$ cat config.mk
export PLATFORM = sky130hd
export DESIGN_NAME = tbp_poller
export DESIGN_NICKNAME = d
export VERILOG_FILES = /design/src/rtl/tbp_pkg.sv /design/src/rtl/tbp_sample.sv /design/src/rtl/tbp_judge.sv /design/src/rtl/tbp_ctrl.sv /design/src/rtl/tbp_poller.sv
export SDC_FILE = /design/constraint.sdc
export NUM_CORES = 1
export LEC_CHECK = 0
export BUFFER_PORTS_ARGS = -buffer_cell sky130_fd_sc_hd__buf_2
export CELL_PAD_IN_SITES_DETAIL_PLACEMENT = 0
export CELL_PAD_IN_SITES_GLOBAL_PLACEMENT = 1
export CORE_ASPECT_RATIO = 0.75
export CORE_MARGIN = 2
export CORE_UTILIZATION = 38
export CTS_CLUSTER_DIAMETER = 80
export CTS_CLUSTER_SIZE = 12
export DETAILED_ROUTE_END_ITERATION = 7
export PLACE_DENSITY = 0.8
export SLEW_MARGIN = 40
export SYNTH_ARGS = -nofsm -noshare
export SYNTH_HDL_FRONTEND = slang
export SYNTH_HIERARCHICAL = 1
export SYNTH_SLANG_ARGS = --single-unit
$ cat constraint.sdc
create_clock -name clk -period 1.7 [get_ports clk]
set_clock_uncertainty 0.2 [all_clocks]
set_input_delay 0.085 -clock clk [delete_from_list [all_inputs] [get_ports clk]]
set_output_delay 0.085 -clock clk [all_outputs]
set_load 0.01 [all_outputs]
$ cat src/rtl/tbp_pkg.sv
package tbp_pkg;
   typedef enum logic [2:0] {
      ST_IDLE,
      ST_RD_A,
      ST_RD_B,
      ST_EVAL,
      ST_WR,
      ST_DONE
   } tbp_state_e;

   typedef enum logic [1:0] {
      VD_PASS,
      VD_FAIL,
      VD_AGAIN,
      VD_RECHECK
   } tbp_verdict_e;
endpackage

$ cat src/rtl/tbp_sample.sv
module tbp_sample #(
   parameter int DW = 8
) (
   input  logic          clk,
   input  logic          rst_n,
   input  logic          cap_en,
   input  logic          slot_b,
   input  logic [DW-1:0] din,
   output logic [DW-1:0] word_a,
   output logic [DW-1:0] word_b
);
   always_ff @(posedge clk or negedge rst_n) begin
      if (!rst_n) begin
         word_a <= '0;
         word_b <= '0;
      end else if (cap_en) begin
         if (slot_b) word_b <= din;
         else        word_a <= din;
      end
   end
endmodule

$ cat src/rtl/tbp_judge.sv
module tbp_judge
   import tbp_pkg::*;
#(
   parameter int DW        = 8,
   parameter int TOG_BIT   = 6,
   parameter int TMO_BIT   = 5,
   parameter bit TMO_HIGH  = 1'b1
) (
   input  logic [DW-1:0] word_a,
   input  logic [DW-1:0] word_b,
   input  logic          recheck_q,
   output tbp_verdict_e  verdict
);
   logic flipped;
   logic timed_out;

   assign flipped = word_a[TOG_BIT] ^ word_b[TOG_BIT];

   generate
      if (TMO_HIGH) begin : g_tmo_hi
         assign timed_out = word_b[TMO_BIT];
      end else begin : g_tmo_lo
         assign timed_out = ~word_b[TMO_BIT];
      end
   endgenerate

   always_comb begin
      if (!flipped)       verdict = VD_PASS;
      else if (recheck_q) verdict = VD_FAIL;
      else if (timed_out) verdict = VD_RECHECK;
      else                verdict = VD_AGAIN;
   end
endmodule

$ cat src/rtl/tbp_ctrl.sv
module tbp_ctrl
   import tbp_pkg::*;
(
   input  logic         clk,
   input  logic         rst_n,
   input  logic         start,
   input  logic         abort,
   input  logic         rd_ack,
   input  logic         wr_ack,
   input  tbp_verdict_e verdict,
   output tbp_state_e   state,
   output logic         recheck_q,
   output logic         pass_q
);
   always_ff @(posedge clk or negedge rst_n) begin
      if (!rst_n) begin
         state     <= ST_IDLE;
         recheck_q <= 1'b0;
         pass_q    <= 1'b0;
      end else begin
         case (state)
            ST_IDLE: begin
               if (start) begin
                  state     <= ST_RD_A;
                  recheck_q <= 1'b0;
                  pass_q    <= 1'b0;
               end
            end
            ST_RD_A: begin
               if (abort)       state <= ST_IDLE;
               else if (rd_ack) state <= ST_RD_B;
            end
            ST_RD_B: begin
               if (abort)       state <= ST_IDLE;
               else if (rd_ack) state <= ST_EVAL;
            end
            ST_EVAL: begin
               if (abort) begin
                  state <= ST_IDLE;
               end else begin
                  case (verdict)
                     VD_PASS: begin
                        pass_q <= 1'b1;
                        state  <= ST_DONE;
                     end
                     VD_FAIL:  state <= ST_WR;
                     VD_RECHECK: begin
                        recheck_q <= 1'b1;
                        state     <= ST_RD_A;
                     end
                     default:  state <= ST_RD_A;
                  endcase
               end
            end
            ST_WR: begin
               if (wr_ack) state <= ST_DONE;
            end
            default: state <= ST_IDLE;
         endcase
      end
   end
endmodule

$ cat src/rtl/tbp_poller.sv
module tbp_poller
   import tbp_pkg::*;
#(
   parameter int          DW       = 8,
   parameter int          TOG_BIT  = 6,
   parameter int          TMO_BIT  = 5,
   parameter bit          TMO_HIGH = 1'b1,
   parameter logic [7:0]  RST_CMD  = 8'hF0
) (
   input  logic          clk,
   input  logic          rst_n,
   input  logic          start,
   input  logic          abort,
   output logic          rd_req,
   input  logic          rd_ack,
   input  logic [DW-1:0] rd_data,
   output logic          wr_req,
   input  logic          wr_ack,
   output logic [DW-1:0] wr_data,
   output logic          done,
   output logic          pass
);
   localparam int CMD_W = 8;

   generate
      if (DW < CMD_W) begin : g_bad_dw
         $error("tbp_poller: DW must be at least 8");
      end
      if (TOG_BIT >= DW || TMO_BIT >= DW || TOG_BIT == TMO_BIT) begin : g_bad_bits
         $error("tbp_poller: status bit positions out of range or equal");
      end
   endgenerate

   tbp_state_e   state;
   tbp_verdict_e verdict;
   logic         recheck_q;
   logic         pass_q;
   logic [DW-1:0] word_a;
   logic [DW-1:0] word_b;
   logic         cap_en;

   assign rd_req = (state == ST_RD_A) || (state == ST_RD_B);
   assign wr_req = (state == ST_WR);
   assign done   = (state == ST_DONE);
   assign pass   = pass_q;
   assign cap_en = rd_req & rd_ack & ~abort;

   generate
      if (DW > CMD_W) begin : g_wide
         assign wr_data = wr_req ? {{(DW-CMD_W){1'b0}}, RST_CMD} : '0;
      end else begin : g_byte
         assign wr_data = wr_req ? RST_CMD : '0;
      end
   endgenerate

   tbp_sample #(.DW(DW)) u_sample (
      .clk    (clk),
      .rst_n  (rst_n),
      .cap_en (cap_en),
      .slot_b (state == ST_RD_B),
      .din    (rd_data),
      .word_a (word_a),
      .word_b (word_b)
   );

   tbp_judge #(
      .DW       (DW),
      .TOG_BIT  (TOG_BIT),
      .TMO_BIT  (TMO_BIT),
      .TMO_HIGH (TMO_HIGH)
   ) u_judge (
      .word_a    (word_a),
      .word_b    (word_b),
      .recheck_q (recheck_q),
      .verdict   (verdict)
   );

   tbp_ctrl u_ctrl (
      .clk       (clk),
      .rst_n     (rst_n),
      .start     (start),
      .abort     (abort),
      .rd_ack    (rd_ack),
      .wr_ack    (wr_ack),
      .verdict   (verdict),
      .state     (state),
      .recheck_q (recheck_q),
      .pass_q    (pass_q)
   );
endmodule

==> After elaboration in Yosys (flattened, before gate mapping) <==
Cells that the tools add are included.
{ "totals": {"reg_bits": 19, "in_bits": 14, "out_inout_bits": 12, "elab_cells": 53} }
{ "op_classes": {"n_eq_ne": 14, "mux": 20, "bitwise": 5, "reduce_logical": 9} }
{ "op_table": {"columns": ["operator", "n"], "rows": [
  ["2-to-1 mux 3 bit", 7],
  ["one-hot mux 3 bit (5 select lines)", 1],
  ["AND reduction 4 bit", 3],
  ["2-to-1 mux 8 bit", 1],
  ["equality test 3 x 2 -> 1 bit (second input constant)", 2],
  ["equality test 3 bit (second input constant)", 2],
  ["2-to-1 mux 1 bit", 6],
  ["inequality test 2 bit (second input constant)", 3],
  ["inequality test 3 bit (second input constant)", 2],
  ["one-hot mux 3 bit (2 select lines)", 1],
  ["2-to-1 mux 2 bit", 2],
  ["inequality test 2 x 1 -> 1 bit (second input constant)", 2],
  ["one-hot mux 1 bit (2 select lines)", 2],
  ["AND reduction 2 bit", 2],
  ["equality test 3 x 1 -> 1 bit (second input constant)", 1],
  ["zero test 3 bit", 1],
  ["AND 1 bit", 2],
  ["equality test 2 x 1 -> 1 bit (second input constant)", 1],
  ["equality test 2 bit (second input constant)", 1],
  ["zero test 2 bit", 1],
  ["NOT 1 bit", 2],
  ["nonzero test 2 bit", 1],
  ["logical OR 1 bit", 1],
  ["XOR 1 bit", 1]
]} }

==> Depth between registers and ports, before layout <==
{ "logic_depth": {"word_depth": 7, "ltp_mapped": 5, "ltp_nobuf": 5} }

==> Modules after synthesis <==
The synthesis kept the hierarchy.
{ "by_module_without_submodules": {"columns": ["module", "instances", "cells_per_inst", "area_per_inst_um2"], "rows": [
  ["tbp_sample", 1, 35, 641.9],
  ["tbp_ctrl", 1, 27, 262.8],
  ["tbp_poller", 1, 15, 116.4],
  ["tbp_judge", 1, 4, 20.0]
]} }

==> Least setup slack after synthesis <==
No wires, ideal clock.
{ "synth_timing": {"path_type": "flip-flop to flip-flop", "from": "register u_ctrl.state[1]", "to": "register u_sample.word_a[0]", "setup_ns": 0.125, "arrival_time_ns": 1.537, "t_required_ns": 1.375, "slack_ns": -0.162, "stages_incl_launch_ff": 6, "period_less_slack_ns": 1.862, "cell_sequence": "dfrtp_1 -> xnor2_1 -> nor4b_2 -> nor2b_4 -> buf_6 -> mux2_4"} }
{ "synth_via": {"elab_chain_cells": 5, "word_cells_on_any_way": 7} }
{ "synth_lines": {"columns": ["item", "line", "source"], "rows": [
  ["from (decl)", "tbp_ctrl.sv:11", "output tbp_state_e state,"],
  ["from (signal assigned)", "tbp_ctrl.sv:17", "state <= ST_IDLE;"],
  ["from (signal assigned)", "tbp_ctrl.sv:24", "state <= ST_RD_A;"],
  ["from (signal assigned)", "tbp_ctrl.sv:30", "if (abort) state <= ST_IDLE;"],
  ["equality test 3 x 1 -> 1 bit / equality test 3 x 2 -> 1 bit (equally long branches)", "tbp_poller.sv:42", "assign rd_req = (state == ST_RD_A) || (state == ST_RD_B);"],
  ["logical OR 1 bit *", "tbp_poller.sv:42", null],
  ["AND 1 bit * (2 in series)", "tbp_poller.sv:46", "assign cap_en = rd_req & rd_ack & ~abort;"],
  ["net cap_en", "tbp_poller.sv:40", "logic cap_en;"],
  ["AND reduction 2 bit (no line) *", null, null],
  ["to (signal assigned)", "tbp_sample.sv:18", "else word_a <= din;"],
  ["to (decl)", "tbp_sample.sv:9", "output logic [DW-1:0] word_a,"]
]} }
Mark *: on every way through the listed nets, which the timed path passes. The rest lies on a longest branch.
A chain may end at the register's enable or synchronous reset.

==> Final worst setup path <==
{ "layout_timing": {"from": "register u_ctrl.state[1]", "to": "register u_sample.word_b[5]"} }
{ "layout_via": {"elab_chain_cells": 5, "word_cells_on_any_way": 6} }
{ "layout_lines": {"columns": ["item", "line", "source"], "rows": [
  ["equality test 3 x 1 -> 1 bit / equality test 3 x 2 -> 1 bit (equally long branches)", "tbp_poller.sv:42", null],
  ["logical OR 1 bit *", "tbp_poller.sv:42", null],
  ["AND 1 bit * (2 in series)", "tbp_poller.sv:46", null],
  ["net cap_en", "tbp_poller.sv:40", null],
  ["AND reduction 2 bit (no line) *", null, null],
  ["to (signal assigned)", "tbp_sample.sv:17", "if (slot_b) word_b <= din;"],
  ["to (decl)", "tbp_sample.sv:10", "output logic [DW-1:0] word_b"]
]} }
Marks and branches as above.

==> flow_summary.html <==
<table>
<tr><th>Metric</th><th>Value</th></tr>
<tr><th colspan="2">Setup path</th></tr>
<tr><td>Kind of end point of the critical path</td><td>register</td></tr>
<tr><td>CP max stage cell</td><td>sky130_fd_sc_hd__dfrtp_2</td></tr>
<tr><td>Endpoint arrival time on the critical path</td><td>1590 ps</td></tr>
<tr><td>Capture point of the critical path</td><td>u_sample/word_b[5]</td></tr>
<tr><td>Origin of the worst setup path</td><td>u_ctrl/state[1]</td></tr>
<tr><td>Highest cell delay on the worst timing path</td><td>around 430 ps</td></tr>
<tr><td>Length in cells of the worst reg-to-reg path</td><td>5</td></tr>
<tr><td>Cells along the critical path</td><td>xnor2_2, nor4b_2, buf_4, nand2_2, mux2_2</td></tr>
<tr><td>Required time worst endpoint</td><td>1640 ps</td></tr>
<tr><td>Worst Setup Start Kind</td><td>register</td></tr>
<tr><td>R2R Setup Slk</td><td>approximately 41 ps</td></tr>
<tr><td>Reg2reg start</td><td>u_ctrl/state[1]</td></tr>
<tr><td>Critical-path maximum fanout</td><td>5</td></tr>
<tr><td>Endpoint of the worst register-to-register path</td><td>u_sample/word_b[5]</td></tr>
<tr><td>Critical setup path kind</td><td>reg2reg</td></tr>
<tr><th colspan="2">Global route</th></tr>
<tr><td>Via count of the first global-routing pass</td><td>about 370</td></tr>
<tr><td>First-pass GRT wire length</td><td>1662 um</td></tr>
<tr><td>Maximum number of pins on one net before global-route repair</td><td>9</td></tr>
<tr><td>Total track usage</td><td>between 10 and 15%</td></tr>
<tr><td>Remaining Overflow, GRT</td><td>0</td></tr>
<tr><td>Antenna violations before repair</td><td>0</td></tr>
<tr><th colspan="2">Finish</th></tr>
<tr><td>Final nets</td><td>between 90 and 100</td></tr>
<tr><td>Finished layout cell area</td><td>between 700 and 800 um^2</td></tr>
<tr><td>FF+latch area</td><td>between 200 and 250 um^2</td></tr>
<tr><td>Number of filler instances in the final layout</td><td>129</td></tr>
<tr><td>Share of final-layout standard cells stronger than drive strength 1</td><td>about half</td></tr>
<tr><td>Most common cell after layout, fill and taps aside</td><td>sky130_fd_sc_hd__buf_2</td></tr>
<tr><td>Total area of multi-input combinational cells</td><td>slightly below 300 um^2</td></tr>
<tr><td>Area growth syn-to-layout</td><td>34.33%</td></tr>
<tr><td>Commonest cells after routing, fill and taps aside</td><td>sky130_fd_sc_hd__buf_2 (15), sky130_fd_sc_hd__nor2_1 (6), sky130_fd_sc_hd__dlygate4sd3_1 (6), sky130_fd_sc_hd__buf_4 (6), sky130_fd_sc_hd__dfrtp_1 (6)</td></tr>
<tr><td>Antenna Diode Count</td><td>0</td></tr>
<tr><th colspan="2">Drt</th></tr>
<tr><td>Total vias in the final route</td><td>420</td></tr>
<tr><td>Drt first pass iters</td><td>4</td></tr>
<tr><td>Number of DRC markers in iteration 0</td><td>6</td></tr>
<tr><td>Post-route DRC</td><td>0</td></tr>
<tr><td>Post-route ant nets</td><td>0</td></tr>
<tr><td>Final Routed Wirelength</td><td>slightly below 1000 um</td></tr>
<tr><td>Average routed wire per standard cell</td><td>10.01 um</td></tr>
<tr><td>Ratio of routed vias to standard cells</td><td>between 4 and 5</td></tr>
<tr><th colspan="2">Place</th></tr>
<tr><td>Final Wtd Congestion</td><td>between 0.7 and 0.8</td></tr>
<tr><td>DP Worst Slack</td><td>-38.76 ps</td></tr>
<tr><td>HPWL Detailed</td><td>about 760 um</td></tr>
<tr><td>Instance area at placement</td><td>626.9 um^2</td></tr>
<tr><td>Port bufs</td><td>15</td></tr>
<tr><th colspan="2">Timing</th></tr>
<tr><td>Hold violation count in the final report</td><td>0</td></tr>
<tr><td>Worst Hold Margin</td><td>between 10 and 15 ps</td></tr>
<tr><td>Post-Route Setup TNS</td><td>0 ps</td></tr>
<tr><td>Maximum clock frequency</td><td>approximately 600 MHz</td></tr>
<tr><td>Final setup fails</td><td>0</td></tr>
<tr><td>Unrepaired setup endpoints after global routing</td><td>yes</td></tr>
<tr><td>Final Max Slew Viols</td><td>0</td></tr>
<tr><td>Time the worst path needs with I/O delays and setup</td><td>around 1700 ps</td></tr>
<tr><td>Final worst setup slack</td><td>41.20 ps</td></tr>
<tr><td>Fraction of the cycle the final worst path needs</td><td>between 90% and 100%</td></tr>
<tr><th colspan="2">Min path</th></tr>
<tr><td>Hold WC Path Type</td><td>in2async</td></tr>
<tr><th colspan="2">CTS</th></tr>
<tr><td>Number of sinks handled by clock tree synthesis</td><td>8</td></tr>
<tr><td>Count of H-tree levels built during CTS</td><td>1</td></tr>
<tr><td>Clock tree from TritonCTS</td><td>built</td></tr>
<tr><td>Buffer depth of the longest clock path</td><td>2</td></tr>
<tr><td>Post-CTS Setup Bufs</td><td>0</td></tr>
<tr><td>Clock latency reported for the late side of the worst-skew pair</td><td>250 ps</td></tr>
<tr><td>Buffer type at the clock tree root</td><td>sky130_fd_sc_hd__clkbuf_4</td></tr>
<tr><td>Clock Pin Slew Worst Setup and Hold Paths</td><td>approximately 50 ps</td></tr>
<tr><td>CTS buffer count</td><td>3</td></tr>
<tr><th colspan="2">Synth</th></tr>
<tr><td>Syn Inst Count</td><td>55</td></tr>
<tr><td>Number of warnings reported in the yosys synthesis log</td><td>6</td></tr>
<tr><td>Mean Syn Cell Area</td><td>9.873 um^2</td></tr>
<tr><td>Cell area after synthesis</td><td>between 500 and 600 um^2</td></tr>
<tr><th colspan="2">Pwr</th></tr>
<tr><td>Reported leakage power</td><td>0.3602 nW</td></tr>
<tr><td>Power density of the placed cells</td><td>roughly 1200 nW/um^2</td></tr>
<tr><td>Worst vdd ir</td><td>616.3 uV</td></tr>
<tr><th colspan="2">Die</th></tr>
<tr><td>Boundary Pins</td><td>26</td></tr>
<tr><td>Starting density of the core</td><td>between 40% and 50%</td></tr>
<tr><td>Die Width</td><td>47.65 um</td></tr>
<tr><td>Core Rows</td><td>11</td></tr>
<tr><td>Vert. Die Dim</td><td>between 30 and 40 um</td></tr>
<tr><td>Total Die Area</td><td>between 1500 and 2000 um^2</td></tr>
<tr><td>Core Area</td><td>around 1300 um^2</td></tr>
<tr><th colspan="2">Status</th></tr>
<tr><td>Run status</td><td>completed</td></tr>
<tr><th colspan="2">Job</th></tr>
<tr><td>MaxCap Viol Count</td><td>0</td></tr>
</table>
==> report_power, final <==
part / internal [mW] / leakage [nW] / switching, mW
Clock: 0.0806 / 0.0138 / 0.0612
Combinational: 0.227 / 0.243 / 0.182
Sequential: 0.242 / 0.103 / 0.0500
==> final cells by class <==
type	count	share of cell area [%]
repair buffers	27	24.70
multi-input cells	40	40.65
well taps	19	3.259
clock buffers	3	3.087
flip-flops and latches	8	27.79
inverters	1	0.5146
==> registers in the layout (all words and copies together) (netlist names) <==
| name | flops |
|---|---|
| u_ctrl/pass_q | 1 |
| u_sample/word_b | 2 |
| u_sample/word_a | 1 |
| u_ctrl/recheck_q | 1 |
| u_ctrl/state | 3 |
==> metal layers <==
layer / share of wire, % / GRT usage (%)
met5: 0 / 0
met2: 40 / 17.91
met1: 55 / 20.42
met4: 0 / 2.027
met3: 4.3 / 7.426
==> repair_timing <==
action | 4_1_cts | 5_1_grt
resized for setup | 2 | 3
endpoints found under the hold margin | 13 | 0
setup endpoints to repair | 8 | 8
hold buffers | 6 | 0
==> how the worst min path moves through the flow <==
stage / startpoint / to / slack (ps) / cells past startpoint
floorplan: rst_n / u_ctrl/pass_q / -410 / 0
global placement: rst_n / u_ctrl/recheck_q / -260 / 1
detailed placement: rst_n / u_ctrl/recheck_q / -260 / 1
CTS: rst_n / u_sample/word_b[5] / 6 / 2
global route: rst_n / u_sample/word_b[5] / 30 / 2
finish: rst_n / u_sample/word_b[5] / 10 / 2
==> worst max-delay path: cells and delay by family, from the launching register on <==
kind          cells  cell delay (ps)
simple gates      2              310
mux               1              280
buf+inv           1              160
flops             1              430
xor+xnor          1              160
==> through the flow <==
stage / cells / util, % / total power, mW
after floorplan: 58 / - / 0.5567
after global placement: 89 / 48.45 / 0.6635
after detailed placement: 89 / 48.45 / 0.6698
after CTS: 98 / 55.61 / 0.8397
after global routing: 98 / 56.38 / 0.9152
final: 98 / 56.38 / 0.8435
(Power assumes the default switching activity.)
